## config.mk

```make
export PLATFORM = sky130hd
export DESIGN_NAME = legacy_irq_ctrl
export DESIGN_NICKNAME = d
export VERILOG_FILES = /design/src/rtl/legacy_irq_ctrl.sv
export SDC_FILE = /design/constraint.sdc
export NUM_CORES = 1
export LEC_CHECK = 0
export ABC_AREA = 1
export BUFFER_PORTS_ARGS = -buffer_cell sky130_fd_sc_hd__buf_2
export CAP_MARGIN = 15
export CORE_MARGIN = 2
export CORE_UTILIZATION = 30
export DETAILED_ROUTE_END_ITERATION = 8
export PLACE_DENSITY = 0.57
export SLEW_MARGIN = 20
export SYNTH_ARGS = -nofsm -noshare
export SYNTH_HDL_FRONTEND = slang
export SYNTH_SLANG_ARGS = --single-unit
```

## constraint.sdc

```tcl
create_clock -name clk -period 3.6 [get_ports clk]
set_input_delay 0.36 -clock clk [delete_from_list [all_inputs] [get_ports clk]]
set_output_delay 0.36 -clock clk [all_outputs]
set_load 0.05 [all_outputs]
```

## src/rtl/legacy_irq_ctrl.sv

```systemverilog
module legacy_irq_ctrl #(
  parameter int BANK_W = 32
) (
  input  logic                  clk,
  input  logic                  rst_n,
  input  logic [5:0]            bus_addr,
  input  logic                  bus_we,
  input  logic [BANK_W-1:0]     bus_wdata,
  input  logic                  bus_re,
  output logic [BANK_W-1:0]     bus_rdata,
  input  logic [2*BANK_W-1:0]   src_in,
  input  logic [2*BANK_W-1:0]   src_level,
  output logic                  irq_out
);
  localparam int NSRC = 2 * BANK_W;

  logic [NSRC-1:0] sync1, sync2, sync3;
  logic [NSRC-1:0] event_q, enable_q;
  logic [NSRC-1:0] rise, ack_mask;
  logic [3:0]      word;

  assign word = bus_addr[5:2];
  assign rise = sync2 & ~sync3;

  assign ack_mask = {(bus_we && word == 4'h6) ? bus_wdata : '0,
                     (bus_we && word == 4'hA) ? bus_wdata : '0};

  always_ff @(posedge clk) begin
    sync1 <= src_in;
    sync2 <= sync1;
    sync3 <= sync2;
  end

  always_ff @(posedge clk) begin
    if (!rst_n) begin
      event_q  <= '0;
      enable_q <= '0;
    end else begin
      event_q <= (event_q & ~ack_mask) | (rise & enable_q);
      if (bus_we && word == 4'h9) enable_q[BANK_W-1:0]    <= bus_wdata;
      if (bus_we && word == 4'h5) enable_q[NSRC-1:BANK_W] <= bus_wdata;
    end
  end

  always_ff @(posedge clk) begin
    if (!rst_n) bus_rdata <= '0;
    else if (bus_re) begin
      case (word)
        4'h8:    bus_rdata <= event_q[BANK_W-1:0];
        4'h9:    bus_rdata <= enable_q[BANK_W-1:0];
        4'hB:    bus_rdata <= sync2[BANK_W-1:0];
        4'h4:    bus_rdata <= event_q[NSRC-1:BANK_W];
        4'h5:    bus_rdata <= enable_q[NSRC-1:BANK_W];
        4'h7:    bus_rdata <= sync2[NSRC-1:BANK_W];
        default: bus_rdata <= '0;
      endcase
    end
  end

  assign irq_out = |((event_q | (sync2 & src_level)) & enable_q);
endmodule

```

# After elaboration in Yosys (flattened, before gate mapping)
# Index checks and enable logic that the tools add are counted.
# W data, S select, Z words.
dict set report totals {
  reg_bits 352
  input_bits 170
  output_inout_bits 33
  word_cells 32
}
dict set report classes {
  eq_ne 8
  muxes 3
  bitwise 9
  reduce_logical 5
}
# cell n
set ops {}
lappend ops {{$and A64 B64 Y64} 5}
lappend ops {{$pmux W32 S6} 1}
lappend ops {{$not A64 Y64} 2}
lappend ops {{$or A64 B64 Y64} 2}
lappend ops {{$mux W32} 2}
lappend ops {{$reduce_or A64 Y1} 1}
lappend ops {{$eq A4 B3 Y1 const B} 4}
lappend ops {{$eq A4 B4 Y1 const B} 4}
lappend ops {{$logic_and A1 B1 Y1} 4}

# Depth between registers and ports, before layout
# Gate-level depths: netlist of run 1.
dict set report depth {
  word_depth 6
  mapped_depth 10
  ltp_nobuf 9
}

# Least setup slack after synthesis of run 1
# Ideal clock, no wire load.
dict set report synth_path {
  path_type {input to output}
  from {input port src_level[32]}
  to {output port irq_out}
  arrival_time_ps 1118
  required_ps 3240
  setup_slack_ps 2122
  path_stages 8
  n_path_buf 0
  path_cell_list {nand3_1 nand2_1 nor2_1 nand2_1 nor2_1 nand2_1 nor2_1 nand2_1}
}
dict set report synth_via {
  elab_chain_cells 4
}
# item line_no
set synth_rtl {}
lappend synth_rtl {{from (decl)} 12} ;# input logic [2*BANK_W-1:0] src_level,
lappend synth_rtl {{$and A64 B64 Y64} 60} ;# assign irq_out = |((event_q | (sync2 & src_level)) & enable_q);
lappend synth_rtl {{$or A64 B64 Y64} 60}
lappend synth_rtl {{$and A64 B64 Y64} 60}
lappend synth_rtl {{$reduce_or A64 Y1} 60}
lappend synth_rtl {{to (decl)} 13} ;# output logic irq_out
# No other way between the ends.

# Worst setup path in the final report of run 1
dict set report layout_path {
  from {register sync2[19]}
  to {output port irq_out}
}
dict set report layout_via {
  elab_chain_cells 4
}
# item line_no
set layout_rtl {}
lappend layout_rtl {{from (decl)} 17} ;# logic [NSRC-1:0] sync1, sync2, sync3;
lappend layout_rtl {{from (signal assigned)} 30} ;# sync2 <= sync1;
lappend layout_rtl {{$and A64 B64 Y64} 60}
lappend layout_rtl {{$or A64 B64 Y64} 60}
lappend layout_rtl {{$and A64 B64 Y64} 60}
lappend layout_rtl {{$reduce_or A64 Y1} 60}
# No other way between the ends.

==> results.json, run 1 <==
{
  "routed_wirelength_microns": 43900,
  "drv_cap": 0,
  "via_count": 11410,
  "hold_path.class": "in2reg",
  "finalSetupViolations": 0,
  "drv_slew": 0,
  "crit_path_end_kind": "output pin",
  "period_needed_ps": 2480,
  "drc_errors": 0,
  "grt_pass1_wl_microns": 65800,
  "synthMuxAreaShare": 0,
  "dpl.hpwl_microns": 28700,
  "path_common_cell": "nand2_1",
  "syn-instance-count": 1566,
  "start_kind": "flop",
  "maxClockFrequency_mhz": 403,
  "antenna_left": 0,
  "synth_xor_area_frac": 0,
  "synth-compound-area-share": 0.128,
  "avgSynthCellArea_sq_um": 8.01,
  "status": "finished, final reports clean",
  "grt_pass1_vias": 11041,
  "start_util": 0.306,
  "tightest_slew_ps": 952,
  "yosys.area_share.simple": 0.245,
  "gr-usage-all-layers": 0.200,
  "htreeDepth": 2,
  "critPathKind": "reg2out",
  "die_w_microns": 208,
  "grt_antenna_before_repair": 3,
  "die-area_sq_mm": 0.0435,
  "setup_ws_ps": 1120,
  "fin_crit_sh": 0.690,
  "drt-initial-drc-count": 824,
  "synth_top_family_by_area": "simple AND/OR/NAND/NOR gates",
  "via_per_inst": 4.80,
  "clock_latency_ps": 550,
  "worstPathRequired_ps": 3240,
  "numCtsBuffers": 39,
  "final_util": 0.391,
  "p_leak_nw": 6.96,
  "synth_area_sq_mm": 0.0125,
  "layout_common_cells": "dfxtp_1 (352), nand2_1 (345), buf_2 (200), nand3_1 (194), a21oi_1 (160)",
  "ys_types": 16,
  "grt-ovfl-total": 0,
  "layout_commonest_cell": "dfxtp_1",
  "synth_fa_ha_area_frac": 0,
  "io_buffers": 200,
  "finalHoldViolCount": 0,
  "slew_headroom": 0.364,
  "ir_drop_mv": 0.274,
  "dp_slack_ps": 1300,
  "dr.pass1.iters": 5,
  "rrSetupSlack_ps": 2540,
  "fp-row-count": 74,
  "cts_resized": 0,
  "cts_tree": "done",
  "ys_warn_count": 0,
  "hold_slack_ps": 114,
  "drive_gt1_frac": 0.155,
  "area_delta_synth_final_pct": 27.8,
  "grt_setup_unrepaired": "no",
  "fin_tns_setup_ps": 0,
  "boundaryPins": 203,
  "die_h_microns": 208,
  "arrival_ps": 2120,
  "crit_chain": "nand3_1, nand2_1, nor2_1, nand2_1, nor2_1, nand2_1, nor2_1, nand2_1, buf_2",
  "finalNetCount": 1984,
  "fin_worst_skew_ps": 19.0,
  "syn_nets": 1736,
  "powerDensity_mw_per_mm2": 549,
  "clockBufferDepth": 3,
  "cpMaxStageDelayCell": "dfxtp_1",
  "core_area_sq_mm": 0.0410,
  "crit_path_max_incr_delay_ps": 360,
  "place_congestion": 0.826,
  "clock-sinks": 352,
  "path_clk_slew_ps": 60,
  "detail_route.wl_per_cell_microns": 18.5,
  "cts_root_buf": "clkbuf_16",
  "grt_max_degree": 69,
  "path_max_fanout": 4,
  "yosysSeqAreaShare": 0.562,
  "synth-seq-cells": 352
}
registers in the layout, summed over array words and instances, names as in the netlist:
signal	count
bus_rdata	32
enable_q	64
event_q	64
sync1	64
sync2	64
sync3	64
path summary, 6_finish.rpt:
check	depth (start not counted)	to	from
setup / recovery	9	irq_out	sync2[19]
hold / removal	3	enable_q[63]	bus_wdata[31]
setup reg to reg	6	bus_rdata[22]	enable_q[22]
hold reg to reg	0	sync2[58]	sync1[58]
critical path: cells and delay by family (launching register included):
kind / cells / cell delay, ps
AND/OR/NAND/NOR: 8 / 970
flip-flops: 1 / 360
buffers and inverters: 1 / 240
cell type report:
class                   instances  area, sq um
flip-flops and latches        352         7050
multi-input cells            1005         4700
well taps                     532          666
diodes                          2         5.00
clock inverters                12          188
fillers                      4278        25000
inverters                     135          508
clock buffers                  56         1140
repair buffers                281         1770
Yosys cell counts:
cell type / instances / area, sq um
a21oi_1: 160 / 801
buf_4: 1 / 7.51
nor2_4: 1 / 11.3
nand3b_1: 64 / 480
o21ai_1: 4 / 20.0
clkinv_1: 1 / 3.75
o21ai_0: 156 / 781
buf_2: 26 / 130
nor2_2: 3 / 18.8
nand3_1: 196 / 981
nand2_1: 345 / 1290
nor2_1: 76 / 285
dfxtp_1: 352 / 7050
clkbuf_1: 46 / 173
inv_1: 134 / 503
buf_1: 1 / 3.75
per-stage QoR:
step,instance area (sq um),instances,power (mW)
floorplan,12500,1566,4.40
global placement,14000,2241,4.65
detailed placement,14000,2241,4.66
CTS,16000,2373,8.90
global route,16000,2375,9.11
finish,16000,2375,8.80
repair_timing:
action	in CTS	in global routing
buffers inserted	0	0
hold buffers	64	0
hold endpoints to repair	64	0
power breakdown:
group	switching, mW	internal [mW]	total (mW)
clock network	1.61	2.56	4.17
logic	0.312	0.184	0.496
registers	0.0903	4.04	4.13
cell families after synthesis:
logic type | after synthesis
and+or+nand+nor | 685
AOI/OAI and AO/OA | 320
DFF | 352
buffers and inverters | 209
per-layer routing:
layer / part of all wire / global-route usage / vias to the layer above
li1: - / - / 5619
met1: 0.45 / 0.274 / 5236
met2: 0.45 / 0.316 / 499
met3: 0.085 / 0.0403 / 54
met4: 0.019 / 0.0630 / 2
met5: 0.00030 / 0 / -
(Power assumes the default switching activity.)
==> inputs of run 2 (changes only) <==
--- a/config.mk
+++ b/config.mk
@@ -5,13 +5,13 @@
 export SDC_FILE = /design/constraint.sdc
 export NUM_CORES = 1
 export LEC_CHECK = 0
-export ABC_AREA = 1
+export ABC_AREA = 0
 export BUFFER_PORTS_ARGS = -buffer_cell sky130_fd_sc_hd__buf_2
 export CAP_MARGIN = 15
 export CORE_MARGIN = 2
 export CORE_UTILIZATION = 30
 export DETAILED_ROUTE_END_ITERATION = 8
-export PLACE_DENSITY = 0.57
+export PLACE_DENSITY = 0.59
 export SLEW_MARGIN = 20
 export SYNTH_ARGS = -nofsm -noshare
 export SYNTH_HDL_FRONTEND = slang
==> constraint.sdc (replaced) <==
create_clock -name clk -period 2.05 [get_ports clk]
set_input_delay 0.205 -clock clk [delete_from_list [all_inputs] [get_ports clk]]
set_output_delay 0.205 -clock clk [all_outputs]
set_load 0.05 [all_outputs]
==> run 2 against run 1 <==
  * The run now ends with setup timing left
  * Die area shrank 4.8%
  * Register-to-register slack worse by 1800 ps
  * Non-clock buffer count up 189
  * Global-route usage grew 2.2 points
  * Cell area rose by 7.4%
  * Hold slack improved by 24 ps
  * Critical endpoint unchanged
  * Largest cell class unchanged
==> results.json, run 2 <==
{
  "status": "finished with violations",
  "violations": "setup timing",
  "fin_crit_sh": 1.35,
  "p_leak_nw": 6.77,
  "start_kind": "flop",
  "fin_worst_skew_ps": 17.6,
  "ir_drop_mv": 0.645,
  "drt-initial-drc-count": 939,
  "die_h_microns": 203,
  "synth_commonest_cells": "dfxtp_1 (352), nand2_1 (260), a22oi_1 (108)",
  "clock-sinks": 352,
  "layout_common_cells": "dfxtp_1 (352), nand2_1 (260), buf_2 (198), buf_4 (159), a22oi_1 (108)",
  "drv_cap": 0,
  "synth_area_leaders": "dfxtp_1 (59%), nand2_1 (8.2%), a22oi_1 (6.8%), nor2b_1 (5.1%), a21boi_0 (3.5%)",
  "stdcell_area_sq_mm": 0.0172,
  "antenna_left": 0,
  "synth-seq-cells": 352,
  "ys_types": 23,
  "ys_warn_count": 0,
  "fp-row-count": 73,
  "yosysSeqAreaShare": 0.591,
  "synth_edf_count": 0,
  "finalNetCount": 1883,
  "dpl.hpwl_microns": 32100,
  "via_count": 11257,
  "grt-busiest-layer": "met2",
  "synth_area_leader_cell": "dfxtp_1",
  "arrival_ps": 2550,
  "syn_nets": 1432,
  "layout_commonest_cell": "dfxtp_1",
  "clock_latency_ps": 550,
  "grt_pass1_wl_microns": 68200,
  "via_per_inst": 4.97,
  "start_util": 0.302,
  "grt_max_degree": 41,
  "path_max_fanout": 2,
  "use_met2": 0.348,
  "area_delta_synth_final_pct": 44.3,
  "crit_path_end_kind": "output pin",
  "slew_headroom": 0.671,
  "powerDensity_mw_per_mm2": 893,
  "htreeDepth": 2,
  "dp.cells": 2100,
  "grt_setup_unrepaired": "yes",
  "grt_pass1_vias": 11026,
  "grt-ovfl-total": 0,
  "drc_errors": 0,
  "power_mw": 15.4,
  "cts_root_buf": "clkbuf_16",
  "hold_path.class": "in2reg",
  "worstPathRequired_ps": 1850,
  "diodes": 0,
  "setup_ws_ps": -710,
  "tightest_slew_ps": 494,
  "finalHoldViolCount": 0,
  "dr.pass1.iters": 8,
  "critPathKind": "reg2out",
  "routed_wirelength_microns": 46500,
  "die_w_microns": 203,
  "period_needed_ps": 2760,
  "place_congestion": 0.889,
  "postPlaceCellArea_sq_mm": 0.0149,
  "layoutNonFillerInstCount": 2267,
  "detail_route.wl_per_cell_microns": 20.5,
  "avgSynthCellArea_sq_um": 9.45,
  "die-area_sq_mm": 0.0414,
  "synth_top_area_frac": 0.591,
  "cts_tree": "done",
  "io_buffers": 200,
  "drv_slew": 0,
  "boundaryPins": 203,
  "gr-usage-all-layers": 0.222,
  "finalSetupViolations": 1,
  "synth_area_sq_mm": 0.0119,
  "core_area_sq_mm": 0.0395,
  "synthFlopType": "dfxtp_1",
  "grt_antenna_before_repair": 0,
  "clockBufferDepth": 3,
  "use_met1": 0.284,
  "post-synth-top-count-cell": "dfxtp_1",
  "syn-instance-count": 1262,
  "numCtsBuffers": 40,
  "drive_gt1_frac": 0.261,
  "maxClockFrequency_mhz": 362,
  "grt_util_met3": 0.0575,
  "path_clk_slew_ps": 60,
  "async_flop_share": 0,
  "hold_slack_ps": 139
}
[run 2: repair_timing]
action / in CTS / in global routing
pin swaps: 1 / 0
endpoints found under the setup margin: 1 / 1
setup buffers: 0 / 0
endpoints found under the hold margin: 136 / 0
gates resized for setup: 5 / 2
hold buffers: 96 / 0
[run 2: final cells by class]
class | instances | area, sq um
timing repair buffer | 470 | 3480
clock inverter | 16 | 184
clock buffer | 55 | 1150
multi-input combinational | 849 | 4700
fill | 3888 | 22200
tap | 525 | 657
sequential | 352 | 7050
[run 2: report_power, final]
group / leakage, nW / switching (mW) / total (mW) / internal, mW
clock network: 0.668 / 2.85 / 7.27 / 4.42
registers: 2.91 / 0.127 / 7.20 / 7.07
logic: 3.19 / 0.452 / 0.901 / 0.449
[run 2: stage by stage]
stage / TNS, ps / setup WS, ps / utilization
6_report: -710 / -710 / 0.436
3_5_place_dp: -295 / -295 / 0.377
4_1_cts: -712 / -712 / 0.436
3_3_place_gp: -275 / -275 / 0.377
2_1_floorplan: 0 / 64.4 / -
5_1_grt: -741 / -741 / 0.436
[run 2: cells by family after synthesis]
kind of cell           count (synthesis)  share of synthesized area
AND/OR/NAND/NOR                      528                      0.201
flip-flops                           352                      0.591
AO/OA/AOI/OAI                        321                      0.188
buffers and inverters                 61                     0.0198
[run 2: routing by layer]
metal	part of all wire	vias to the layer above	wire length, microns
met5	0	-	0
met4	0.043	0	1990
met3	0.088	107	4100
met2	0.45	541	20700
met1	0.42	5299	19700
li1	-	5310	-
[run 2: path summary, 6_finish.rpt]
| path | endpoint | from | slack (ps) | depth (start not counted) |
|---|---|---|---|---|
| worst min register to register | sync2[32] | sync1[32] | 320 | 0 |
| worst max-delay path | irq_out | event_q[57] | -710 | 6 |
| worst min-delay path | bus_rdata[13] | rst_n | 140 | 2 |
| worst max register to register | bus_rdata[0] | sync2[0] | 740 | 4 |
[run 2: worst max-delay path, stage by stage, from the launching register on]
cell and delay [ps]:
dfxtp_1 310, a22o_1 270, a221oi_1 390, buf_4 190, nand4_1 100, or4_4 580
buf_6 180
==> inputs of run 3 (changes only) <==
--- a/config.mk
+++ b/config.mk
@@ -6,12 +6,12 @@
 export NUM_CORES = 1
 export LEC_CHECK = 0
 export ABC_AREA = 0
-export BUFFER_PORTS_ARGS = -buffer_cell sky130_fd_sc_hd__buf_2
 export CAP_MARGIN = 15
 export CORE_MARGIN = 2
 export CORE_UTILIZATION = 30
 export DETAILED_ROUTE_END_ITERATION = 8
-export PLACE_DENSITY = 0.59
+export DONT_BUFFER_PORTS = 1
+export PLACE_DENSITY = 0.54
 export SLEW_MARGIN = 20
 export SYNTH_ARGS = -nofsm -noshare
 export SYNTH_HDL_FRONTEND = slang
==> run 3 against run 2 <==
  * The flow still finishes with violations (setup timing)
  * Worst setup slack gained 49 ps
  * Sequential share of layout area grew 2.8 points
  * Cell area shrank 6.4%
  * Hold slack lost 70 ps
  * First-iteration DRC count shrank 5.5%
  * Sequential power is essentially flat
  * Clock power grew 7.0%
  * Count of clock-buffer cells in the layout shrank 3
  * Flip-flop and latch count is the same
  * Core utilization shrank 2.8 points
  * Non-clock buffer count shrank 233
  * Critical endpoint unchanged
==> results.json, run 3 (synthesized netlist as in run 2, its figures left out) <==
{
  "setup_ws_ps": -661,
  "worstPathRequired_ps": 1850,
  "finalSetupViolations": 1,
  "ff2ff_path_depth": 4,
  "gr-usage-all-layers": 0.223,
  "core_area_sq_mm": 0.0395,
  "die_w_microns": 203,
  "fin_worst_skew_ps": 19.5,
  "seqPwrFrac": 0.462,
  "grt_antenna_before_repair": 9,
  "fp-row-count": 73,
  "dr.pass1.iters": 5,
  "area_delta_synth_final_pct": 35.1,
  "powerDensity_mw_per_mm2": 969,
  "drive_gt1_frac": 0.141,
  "fin_crit_sh": 1.32,
  "clock-sinks": 352,
  "postCtsSetupBuffers": 0,
  "place_congestion": 0.860,
  "drv_slew": 0,
  "numCtsBuffers": 41,
  "dpl.hpwl_microns": 30400,
  "switching_share": 0.223,
  "dp_slack_ps": -283,
  "io_buffers": 0,
  "start_kind": "flop",
  "via_count": 10438,
  "intPower_mw": 12.1,
  "layout_common_cells": "dfxtp_1 (351), nand2_1 (260), dlygate4sd3_1 (111), buf_4 (111), a22oi_1 (108)",
  "p_leak_nw": 5.82,
  "htreeDepth": 2,
  "switching_power_mw": 3.48,
  "ir_drop_mv": 0.510,
  "path_max_fanout": 4,
  "grt_max_degree": 147,
  "finalNetCount": 1651,
  "via_per_inst": 5.11,
  "status": "finished with violations",
  "detail_route.wl_per_cell_microns": 22.8,
  "die_h_microns": 203,
  "grt-ovfl-total": 0,
  "drt-initial-drc-count": 887,
  "violations": "setup timing",
  "tightest_slew_ps": 603,
  "grt_setup_unrepaired": "yes",
  "cts_root_buf": "clkbuf_16",
  "finalHoldViolCount": 0,
  "clock_latency_ps": 570,
  "arrival_ps": 2510,
  "critPathKind": "reg2out",
  "grt_pass1_wl_microns": 67600,
  "hold_path.class": "in2reg",
  "p_comb_frac": 0.040,
  "drv_cap": 0,
  "cts_tree": "done",
  "period_needed_ps": 2710,
  "crit_path_end_kind": "output pin",
  "die-area_sq_mm": 0.0414,
  "maxClockFrequency_mhz": 369,
  "whs_path_depth": 3,
  "start_util": 0.302,
  "clockBufferDepth": 3,
  "layout_commonest_cell": "dfxtp_1",
  "slew_headroom": 0.598,
  "drc_errors": 0,
  "path_clk_slew_ps": 60,
  "grt_pass1_vias": 10227,
  "clkPwrFrac": 0.498,
  "routed_wirelength_microns": 46700,
  "hold_slack_ps": 69.0,
  "boundaryPins": 203,
  "antenna_left": 0,
  "fin_tns_setup_ps": -661
}
-- run 3: area by class of cell --
| cell class | count | area [sq um] |
|---|---|---|
| multi-input cells | 849 | 4700 |
| well taps | 525 | 657 |
| repair buffers | 237 | 2250 |
| flip-flops and latches | 352 | 7050 |
| clock inverters | 22 | 282 |
| fillers | 3896 | 23300 |
| clock buffers | 52 | 1160 |
| diodes | 7 | 17.5 |
-- run 3: what timing repair did --
action                     CTS  global route
setup endpoints to repair    1             1
resized for setup            5             1
hold buffers               113             0
hold endpoints to repair   224             0
pin swaps                    2             0
-- run 3: routing by layer --
| metal | routed length, microns | vias to the layer above | part of all wire | track usage |
|---|---|---|---|---|
| li1 | - | 4854 | - | - |
| met1 | 19600 | 5007 | 0.42 | 0.291 |
| met2 | 20900 | 469 | 0.45 | 0.345 |
| met3 | 4410 | 104 | 0.095 | 0.0569 |
| met4 | 1790 | 4 | 0.038 | 0.104 |
| met5 | 30 | - | 0.00064 | 0 |
-- run 3: worst paths after layout --
check | startpoint | to | slack [ps]
setup / recovery | enable_q[48] | irq_out | -660
hold / removal | bus_re | bus_rdata[9] | 70
setup reg to reg | sync2[0] | bus_rdata[0] | 290
hold reg to reg | sync1[28] | sync2[28] | 320
-- run 3: critical path: stages, from the launching register on --
cell and delay (ps):
dfxtp_1 310, buf_4 150, nand3_2 100, nand4_1 280, nor4_2 280, nand4_1 130, or4_4 680
-- run 3: per-stage QoR --
stage / power (mW) / util / instances / area [sq um]
final: 15.6 / 0.408 / 2044 / 16100
after global routing: 16.1 / 0.408 / 2043 / 16100
after CTS: 15.8 / 0.408 / 2037 / 16100
after detailed placement: 7.72 / 0.341 / 1850 / 13500
after global placement: 7.72 / 0.341 / 1850 / 13500
after floorplan: 7.54 / - / 1262 / 11900
-- run 3: power groups by stage --
stage	logic (mW)	clock network (mW)	registers (mW)
CTS	0.618	7.93	7.22
floorplan	0.218	0	7.32
global placement	0.354	0	7.36
detailed placement	0.357	0	7.36
global route	0.656	8.23	7.24
finish	0.622	7.78	7.22
